## config.mk

```make
export PLATFORM = sky130hd
export DESIGN_NAME = wk_alarm_cmp
export DESIGN_NICKNAME = d
export VERILOG_FILES = /design/src/rtl/wk_alarm_pkg.sv /design/src/rtl/wk_alarm_ctl.sv /design/src/rtl/wk_alarm_dp.sv /design/src/rtl/wk_alarm_cmp.sv
export SDC_FILE = /design/constraint.sdc
export NUM_CORES = 1
export LEC_CHECK = 0
export CAP_MARGIN = 20
export CORE_ASPECT_RATIO = 0.7
export CORE_MARGIN = 8
export CORE_UTILIZATION = 46
export DETAILED_ROUTE_END_ITERATION = 8
export PLACE_DENSITY = 0.79
export SLEW_MARGIN = 10
export SYNTH_ARGS = -nofsm -noshare
export SYNTH_HDL_FRONTEND = slang
export SYNTH_HIERARCHICAL = 1
export SYNTH_SLANG_ARGS = --single-unit
```

## constraint.sdc

```tcl
create_clock -name clk -period 1.65 [get_ports clk]
set_clock_uncertainty 0.15 [all_clocks]
set_input_delay 0.33 -clock clk [delete_from_list [all_inputs] [get_ports clk]]
set_output_delay 0.33 -clock clk [all_outputs]
set_load 0.01 [all_outputs]
```

## src/rtl/wk_alarm_pkg.sv

```systemverilog
package wk_alarm_pkg;

  localparam int unsigned ADDR_W = 3;

  localparam logic [ADDR_W-1:0] ADDR_CTRL = 3'd0;
  localparam logic [ADDR_W-1:0] ADDR_STAT = 3'd1;
  localparam logic [ADDR_W-1:0] ADDR_MIN  = 3'd2;
  localparam logic [ADDR_W-1:0] ADDR_HOUR = 3'd3;
  localparam logic [ADDR_W-1:0] ADDR_DAYS = 3'd4;

  // Strobes from the control half to the datapath half
  typedef struct packed {
    logic wrEn;     // control register write
    logic wrMin;    // alarm minute write
    logic wrHour;   // alarm hour write
    logic wrMask;   // weekday set write
    logic clrFlag;  // write-one-to-clear on the flag
    logic tickEvt;  // one-cycle minute event
  } ctlStrb_t;

endpackage

```

## src/rtl/wk_alarm_ctl.sv

```systemverilog
module wk_alarm_ctl
  import wk_alarm_pkg::*;
#(
  parameter int unsigned DATA_W = 8
) (
  input  logic              clk,
  input  logic              rst_n,
  input  logic              regWe,
  input  logic [ADDR_W-1:0] regAddr,
  input  logic [DATA_W-1:0] regWdata,
  input  logic              minTick,
  output ctlStrb_t          strb
);

  logic tickPrev;

  always_ff @(posedge clk or negedge rst_n) begin
    if (!rst_n) tickPrev <= 1'b0;
    else        tickPrev <= minTick;
  end

  always_comb begin
    strb         = '0;
    strb.tickEvt = minTick & ~tickPrev;
    if (regWe) begin
      unique case (regAddr)
        ADDR_CTRL: strb.wrEn    = 1'b1;
        ADDR_STAT: strb.clrFlag = regWdata[0];
        ADDR_MIN:  strb.wrMin   = 1'b1;
        ADDR_HOUR: strb.wrHour  = 1'b1;
        ADDR_DAYS: strb.wrMask  = 1'b1;
        default:   ;
      endcase
    end
  end

  // an event never repeats on back-to-back cycles
  p_single_event_r8: assert property (@(posedge clk) disable iff (!rst_n)
    strb.tickEvt |=> !strb.tickEvt);

endmodule

```

## src/rtl/wk_alarm_dp.sv

```systemverilog
module wk_alarm_dp
  import wk_alarm_pkg::*;
#(
  parameter int unsigned DATA_W = 8,
  parameter int unsigned MIN_W  = 7,
  parameter int unsigned HOUR_W = 6,
  parameter int unsigned DAYS   = 7,
  localparam int unsigned DAY_W = $clog2(DAYS)
) (
  input  logic              clk,
  input  logic              rst_n,
  input  ctlStrb_t          strb,
  input  logic [ADDR_W-1:0] regAddr,
  input  logic [DATA_W-1:0] regWdata,
  input  logic [MIN_W-1:0]  curMin,
  input  logic [HOUR_W-1:0] curHour,
  input  logic [DAY_W-1:0]  curDay,
  output logic [DATA_W-1:0] regRdata,
  output logic              irq
);

  logic [MIN_W-1:0]  almMin;
  logic [HOUR_W-1:0] almHour;
  logic [DAYS-1:0]   almMask;
  logic              almEn;
  logic              flag;
  logic [DAYS-1:0]   dayHit;
  logic              hit;
  logic              setFlag;

  always_ff @(posedge clk or negedge rst_n) begin
    if (!rst_n) begin
      almMin  <= '0;
      almHour <= '0;
      almMask <= '0;
      almEn   <= 1'b0;
    end else begin
      if (strb.wrMin)  almMin  <= regWdata[MIN_W-1:0];
      if (strb.wrHour) almHour <= regWdata[HOUR_W-1:0];
      if (strb.wrMask) almMask <= regWdata[DAYS-1:0];
      if (strb.wrEn)   almEn   <= regWdata[0];
    end
  end

  for (genvar d = 0; d < DAYS; d++) begin : g_day
    assign dayHit[d] = almMask[d] && (curDay == DAY_W'(d));
  end

  assign hit     = (curMin == almMin) && (curHour == almHour) && (|dayHit);
  assign setFlag = strb.tickEvt && hit && almEn;

  always_ff @(posedge clk or negedge rst_n) begin
    if (!rst_n)            flag <= 1'b0;
    else if (setFlag)      flag <= 1'b1;
    else if (strb.clrFlag) flag <= 1'b0;
  end

  assign irq = flag & almEn;

  always_comb begin
    unique case (regAddr)
      ADDR_CTRL: regRdata = DATA_W'(almEn);
      ADDR_STAT: regRdata = DATA_W'(flag);
      ADDR_MIN:  regRdata = DATA_W'(almMin);
      ADDR_HOUR: regRdata = DATA_W'(almHour);
      ADDR_DAYS: regRdata = DATA_W'(almMask);
      default:   regRdata = '0;
    endcase
  end

  // a flag rise traces back to an enabled minute event
  p_rise_cause_r3: assert property (@(posedge clk) disable iff (!rst_n)
    $rose(flag) |-> $past(strb.tickEvt && almEn));

  // a disabled alarm cannot raise the flag
  p_disabled_no_set_r5: assert property (@(posedge clk) disable iff (!rst_n)
    (!almEn && !flag && !strb.wrEn) |=> !flag);

  // the flag holds without a clear
  p_hold_r6: assert property (@(posedge clk) disable iff (!rst_n)
    (flag && !strb.clrFlag) |=> flag);

  // a clear with no competing event drops the flag
  p_clear_r6: assert property (@(posedge clk) disable iff (!rst_n)
    (strb.clrFlag && !strb.tickEvt) |=> !flag);

  // disabling silences the interrupt on the next cycle
  p_irq_off_r7: assert property (@(posedge clk) disable iff (!rst_n)
    (strb.wrEn && !regWdata[0]) |=> !irq);

  // set wins over a simultaneous clear
  p_set_wins_r9: assert property (@(posedge clk) disable iff (!rst_n)
    (strb.clrFlag && strb.tickEvt && hit && almEn) |=> flag);

endmodule

```

## src/rtl/wk_alarm_cmp.sv

```systemverilog
module wk_alarm_cmp
  import wk_alarm_pkg::*;
#(
  parameter int unsigned DATA_W = 8,
  parameter int unsigned MIN_W  = 7,
  parameter int unsigned HOUR_W = 6,
  parameter int unsigned DAYS   = 7
) (
  input  logic                     clk,
  input  logic                     rst_n,
  input  logic                     regWe,
  input  logic [ADDR_W-1:0]        regAddr,
  input  logic [DATA_W-1:0]        regWdata,
  output logic [DATA_W-1:0]        regRdata,
  input  logic                     minTick,
  input  logic [MIN_W-1:0]         curMin,
  input  logic [HOUR_W-1:0]        curHour,
  input  logic [$clog2(DAYS)-1:0]  curDay,
  output logic                     irq
);

  ctlStrb_t strb;

  wk_alarm_ctl #(.DATA_W(DATA_W)) u_ctl (
    .clk      (clk),
    .rst_n    (rst_n),
    .regWe    (regWe),
    .regAddr  (regAddr),
    .regWdata (regWdata),
    .minTick  (minTick),
    .strb     (strb)
  );

  wk_alarm_dp #(
    .DATA_W (DATA_W),
    .MIN_W  (MIN_W),
    .HOUR_W (HOUR_W),
    .DAYS   (DAYS)
  ) u_dp (
    .clk      (clk),
    .rst_n    (rst_n),
    .strb     (strb),
    .regAddr  (regAddr),
    .regWdata (regWdata),
    .curMin   (curMin),
    .curHour  (curHour),
    .curDay   (curDay),
    .regRdata (regRdata),
    .irq      (irq)
  );

endmodule

```

==> impl_metrics.yaml, run 1 <==
yosys:
  synthesis.instances: 112
  syn_avg_cell_area_sq_um: 11.5
  synth_top_family_by_area: "multiplexers"
  synth_simple_gate_area_share_pct: 12.1
  ys_warn_count: 6
  ys_seq_elements: 23
  yosys.area.top_type: "dfrtp_1"
  ys_seq_area_share_pct: 44.6
  ys_types: 28
  syn_nets: 143
  netlist_top_cells_area: "dfrtp_1, mux2_2, mux2i_1"
  synth_top_cell_area_share_pct: 44.6
  syn_area_sq_um: 1290
  synthXorXnorAreaFrac_pct: 8.82
  synthAdderAreaFrac_pct: 0
  synthMuxAreaShare_pct: 26.2
  synth_compound_area_share_pct: 5.62
place:
  port_buffers: 37
  post-dp-hpwl_um: 2840
  dp_slack_ns: -0.802
  place.gp.congestion: 0.921
run:
  drv_cap: 0
cells_and_area:
  syn2layout_area_growth_pct: 53.3
  fin_util_pct: 72.2
  fillers: 195
  drive_gt1_share_pct: 43.4
  fin_nets: 207
  antenna_cells: 0
clocking:
  cts_tree: "done"
  cts_root_buf: "clkbuf_8"
  cts-htree-levels: 1
  clock_sink_count: 23
  cts_buffers: 3
  holdBufCountCts: 0
  clk_pin_slew_worst_paths_ns: 0.09
  cts_buffer_depth: 2
  clock_latency_ns: 0.27
sta:
  min_period_over_period_pct: 103
  slew_viol_final: 0
  fmaxAchievable_mhz: 588
  fin_crit_ns: 1.70
  worst_slack_ns: -0.0511
  rsz0062_at_grt: "yes"
  final-hold-violation-count: 0
  setup_violations: 1
  finalSetupTns_ns: -0.0511
routing:
  drtIter0Drc: 33
  routed_wl_um: 3720
  vias: 1115
  ant_nets: 0
  vias_per_cell: 5.28
  dr.pass1.iters: 4
  wl_per_cell_um: 17.6
  drc: 0
worst_hold_path:
  holdCritPathClass: "in2async"
setup_path:
  crit_arrival_ns: 1.22
  critPathCaptureType: "output pin"
  worstPathRequired_ns: 1.17
  path_cells: "mux2i_1 -> nor2_1 -> a31oi_1 -> o22ai_1 -> buf_2"
  crit_path_max_incr_delay_ns: 0.39
  cp_slowest_cell: "dfrtp_1"
  critPathMaxFanout: 2
  start_kind: "flip-flop"
  path_class: "reg2out"
floorplan:
  initial_core_util_pct: 47.1
  fp-row-count: 16
  core_sq_um: 2740
  die_h_um: 60.3
  io_pins: 40
  die_area_sq_um: 4790
  dieWidth_um: 79.3
power:
  ir_worst_vdd_mv: 0.649
  finalPower_uw: 1740
  p_per_area_nw_per_um2: 881
  leakagePower_uw: 0.000874
grt:
  grt-ovfl-total: 0
  track_usage_pct: 16.5
  grt_pass1_vias: 1248
  antenna_found_initial: 0
  grt_pass1_wl_um: 6070
  grt_max_degree: 24
status:
  violations: "negative setup slack"
  status: "complete, but fails checks"
timing repair:
action	CTS	global route
buffers inserted	1	0
pin swaps	3	2
setup endpoints to repair	30	17
hold endpoints to repair	0	0
resized for setup	55	13
final timing paths:
path,cells past startpoint,slack [ns],endpoint,startpoint
hold / removal,2,0.27,u_dp/almMin[5],rst_n
hold reg to reg,1,0.39,u_dp/almMask[2],u_dp/almMask[2]
max in group asynchronous,2,0.85,u_dp/almMask[0],rst_n
setup / recovery,5,-0.05,regRdata[0],u_dp/flag
setup reg to reg,5,0.07,u_dp/flag,u_dp/almMin[5]
min in group clk,1,0.38,u_ctl/tickPrev,minTick
cell usage after synthesis:
master,number
nor3_1,1
nor2_1,4
a21oi_1,1
nor2b_1,1
mux2_2,20
mux4_2,1
and2_1,1
nor4b_2,1
inv_1,2
o41ai_2,1
dfrtp_1,23
clkbuf_1,3
mux2i_1,9
o32ai_1,1
a31oi_1,1
nand2b_1,5
o21ai_0,6
xor2_1,4
buf_2,1
o22ai_1,1
nor3b_1,1
nand4_1,3
conb_1,1
nor4_1,1
xnor2_1,9
nand3b_1,3
nand2_1,6
buf_4,1
flip-flops by register name, indices dropped and copies added, names as in the netlist:
register,count
u_dp/almMin,7
u_dp/almMask,7
u_dp/almEn,1
u_dp/flag,1
u_dp/almHour,6
u_ctl/tickPrev,1
cell usage in the layout, fill, tap and decap left out, drive strengths merged, types with 4 or more instances in the layout:
cell type,instances
xor2,4
dfrtp,23
buf,36
mux2i,9
nand2b,5
xnor2,9
clkbuf,5
nor2,4
clkdlybuf4s50,24
nand2,6
mux2,20
o21ai,6
power by group:
| part | leakage (uW) | internal, uW | switching, uW |
|---|---|---|---|
| logic | 0.000574 | 377 | 252 |
| registers | 0.000278 | 678 | 80.4 |
| clock network | 0.0000217 | 171 | 185 |
layout make-up:
type / instances / area (sq um) / share of cell area [%]
tap: 36 / 45.0 / 2.28
timing repair buffer: 64 / 557 / 28.1
sequential: 23 / 576 / 29.1
inverter: 2 / 7.51 / 0.379
multi-input combinational: 82 / 746 / 37.7
clock buffer: 3 / 41.3 / 2.09
clock inverter: 1 / 7.51 / 0.379
worst max-delay path: cells and delay by family, from the launching register on:
kind	cells	cell delay (ns)
AOI/OAI and AO/OA	2	0.24
and+or+nand+nor	1	0.05
muxes	1	0.13
buffers and inverters	1	0.15
DFF	1	0.39
cell families (layout without fill, tap and decap cells):
logic type                after synthesis  count (layout)
muxes                                  30              30
and+or+nand+nor                        27              27
DFF                                    23              23
xor gates and xnor gates               13              13
AOI/OAI and AO/OA                      11              11
buffers and inverters                   7              70
other                                   1               1
metal layers:
metal,GRT usage (%),up-vias,wire length [um]
met2,27.9,36,1720
met4,3.67,0,9
met3,5.18,2,228
met5,0,-,0
li1,-,523,-
met1,20.2,554,1760
per-stage QoR:
stage	instances	instance area [sq um]	hold WS, ns
after floorplan	112	1290	-0.116
after global placement	206	1890	0.370
after detailed placement	206	1890	0.372
after CTS	211	1950	0.275
after global routing	211	1980	0.289
final	211	1980	0.270
(Power assumes the default switching activity.)
==> run 2, diff against run 1 <==
--- a/config.mk
+++ b/config.mk
@@ -8,9 +8,9 @@
 export CAP_MARGIN = 20
 export CORE_ASPECT_RATIO = 0.7
 export CORE_MARGIN = 8
-export CORE_UTILIZATION = 46
+export CORE_UTILIZATION = 45
 export DETAILED_ROUTE_END_ITERATION = 8
-export PLACE_DENSITY = 0.79
+export PLACE_DENSITY = 0.78
 export SLEW_MARGIN = 10
 export SYNTH_ARGS = -nofsm -noshare
 export SYNTH_HDL_FRONTEND = slang
==> constraint.sdc (replaced) <==
create_clock -name clk -period 1.6 [get_ports clk]
set_clock_uncertainty 0.15 [all_clocks]
set_input_delay 0.32 -clock clk [delete_from_list [all_inputs] [get_ports clk]]
set_output_delay 0.32 -clock clk [all_outputs]
set_load 0.01 [all_outputs]
==> impl_metrics.yaml, run 2 (same netlist as run 1, synthesis figures left out) <==
status:
  status: "complete, but fails checks"
  violations: "negative setup slack"
place:
  post-dp-hpwl_um: 2840
  place.gp.congestion: 0.904
  placed_cell_area_sq_um: 1910
  dpl.cell_count: 208
  port_buffers: 37
clocking:
  cts_buffer_depth: 2
  cts-htree-levels: 1
  cts_buffers: 3
  cts_root_buf: "clkbuf_8"
  clock_sink_count: 23
  clock_latency_ns: 0.26
  cts_tree: "done"
  clk_pin_slew_worst_paths_ns: 0.08
floorplan:
  die_h_um: 60.8
  core_sq_um: 2760
  io_pins: 40
  die_area_sq_um: 4870
  dieWidth_um: 80.0
  initial_core_util_pct: 46.7
  fp-row-count: 16
routing:
  routed_wl_um: 4020
  dr.pass1.iters: 4
  vias: 1132
  drc: 0
  drtIter0Drc: 66
  wl_per_cell_um: 18.6
  vias_per_cell: 5.24
  ant_nets: 0
grt:
  track_usage_pct: 16.3
  grt_pass1_vias: 1268
  grt-ovfl-total: 0
  grt_pass1_wl_um: 6140
  grt_max_degree: 24
  antenna_found_initial: 0
sta:
  worst_hold_slack_ns: 0.259
  worst_slack_ns: -0.110
  fmaxAchievable_mhz: 585
  slew_viol_final: 0
  min_period_over_period_pct: 107
  fin_crit_ns: 1.71
  rsz0062_at_grt: "yes"
  setup_violations: 13
  final-hold-violation-count: 0
cells_and_area:
  syn2layout_area_growth_pct: 60.3
  layout_common_cells: "buf_4, clkdlybuf4s50_1, dfrtp_1"
  top_regs: "u_dp/almMask (7), u_dp/almMin (7), u_dp/almHour (6)"
  drive_gt1_share_pct: 43.9
  fin_nets: 212
  final_common_cell: "buf_4"
  final_area_sq_um: 2070
  antenna_cells: 0
  fillers: 187
  fin_cells: 216
setup_path:
  critPathMaxFanout: 2
  crit_path_max_incr_delay_ns: 0.39
  worstPathRequired_ns: 1.13
  critPathCaptureType: "output pin"
  crit_arrival_ns: 1.24
  path_class: "reg2out"
  start_kind: "flip-flop"
  critPathTopFamily: "flip-flops"
  path_cells: "mux2i_1 -> nor2_1 -> a31oi_1 -> o22ai_1 -> buf_2"
  path_buf_inv: 1
  cp_slowest_cell: "dfrtp_1"
worst_hold_path:
  holdCritPathClass: "in2async"
power:
  ir_worst_vdd_mv: 0.697
  leakagePower_uw: 0.000924
  p_per_area_nw_per_um2: 901
run:
  drv_cap: 0
run 2: through the flow:
step / utilization [%] / setup slack (ns) / setup TNS (ns) / total power, uW
finish: 74.9 / -0.110 / -0.260 / 1860
global route: 74.9 / -0.163 / -0.697 / 1970
CTS: 72.9 / -0.0687 / -0.136 / 1830
detailed placement: 69.0 / -0.919 / -17.87 / 1440
global placement: 69.0 / -0.818 / -16.99 / 1420
floorplan: - / 0.0412 / 0 / 1070
run 2: repair_timing:
action | CTS | global route
buffers inserted | 1 | 2
endpoints found under the setup margin | 30 | 16
resized for setup | 66 | 12
hold buffers | 0 | 0
pin swaps | 6 | 6
cloned | 1 | 0
run 2: layout make-up:
type                    count  area [sq um]  share of cell area [%]
multi-input cells          82           785                    37.9
repair buffers             69           612                    29.6
flip-flops and latches     23           576                    27.8
clock buffers               4          45.0                    2.18
inverters                   2          7.51                   0.363
well taps                  36          45.0                    2.18
run 2: report_power, final:
part,total [uW],internal (uW),switching (uW)
Combinational,726,443,283
Sequential,783,699,84.0
Clock,354,177,177
run 2: path summary, 6_finish.rpt:
check	startpoint	endpoint	slack, ns	depth (start not counted)
max	u_dp/flag	regRdata[0]	-0.11	5
min	rst_n	u_dp/almMin[6]	0.26	2
max reg2reg	u_dp/almMin[5]	u_dp/flag	0.04	5
min reg2reg	u_ctl/tickPrev	u_dp/flag	0.42	3
max in group asynchronous	rst_n	u_dp/almMin[4]	0.81	2
min in group clk	minTick	u_ctl/tickPrev	0.38	1
run 2: metal layers:
layer,GRT usage [%],wire length [um]
met5,0,0
met4,1.29,21
met3,5.33,343
met2,27.2,1920
met1,20.7,1740
==> run 3, diff against run 2 <==
--- a/config.mk
+++ b/config.mk
@@ -5,7 +5,7 @@
 export SDC_FILE = /design/constraint.sdc
 export NUM_CORES = 1
 export LEC_CHECK = 0
-export CAP_MARGIN = 20
+export CAP_MARGIN = 0
 export CORE_ASPECT_RATIO = 0.7
 export CORE_MARGIN = 8
 export CORE_UTILIZATION = 45
==> results of run 3 <==
Same layout as run 2: the final DEF is identical, and so are final timing and power.
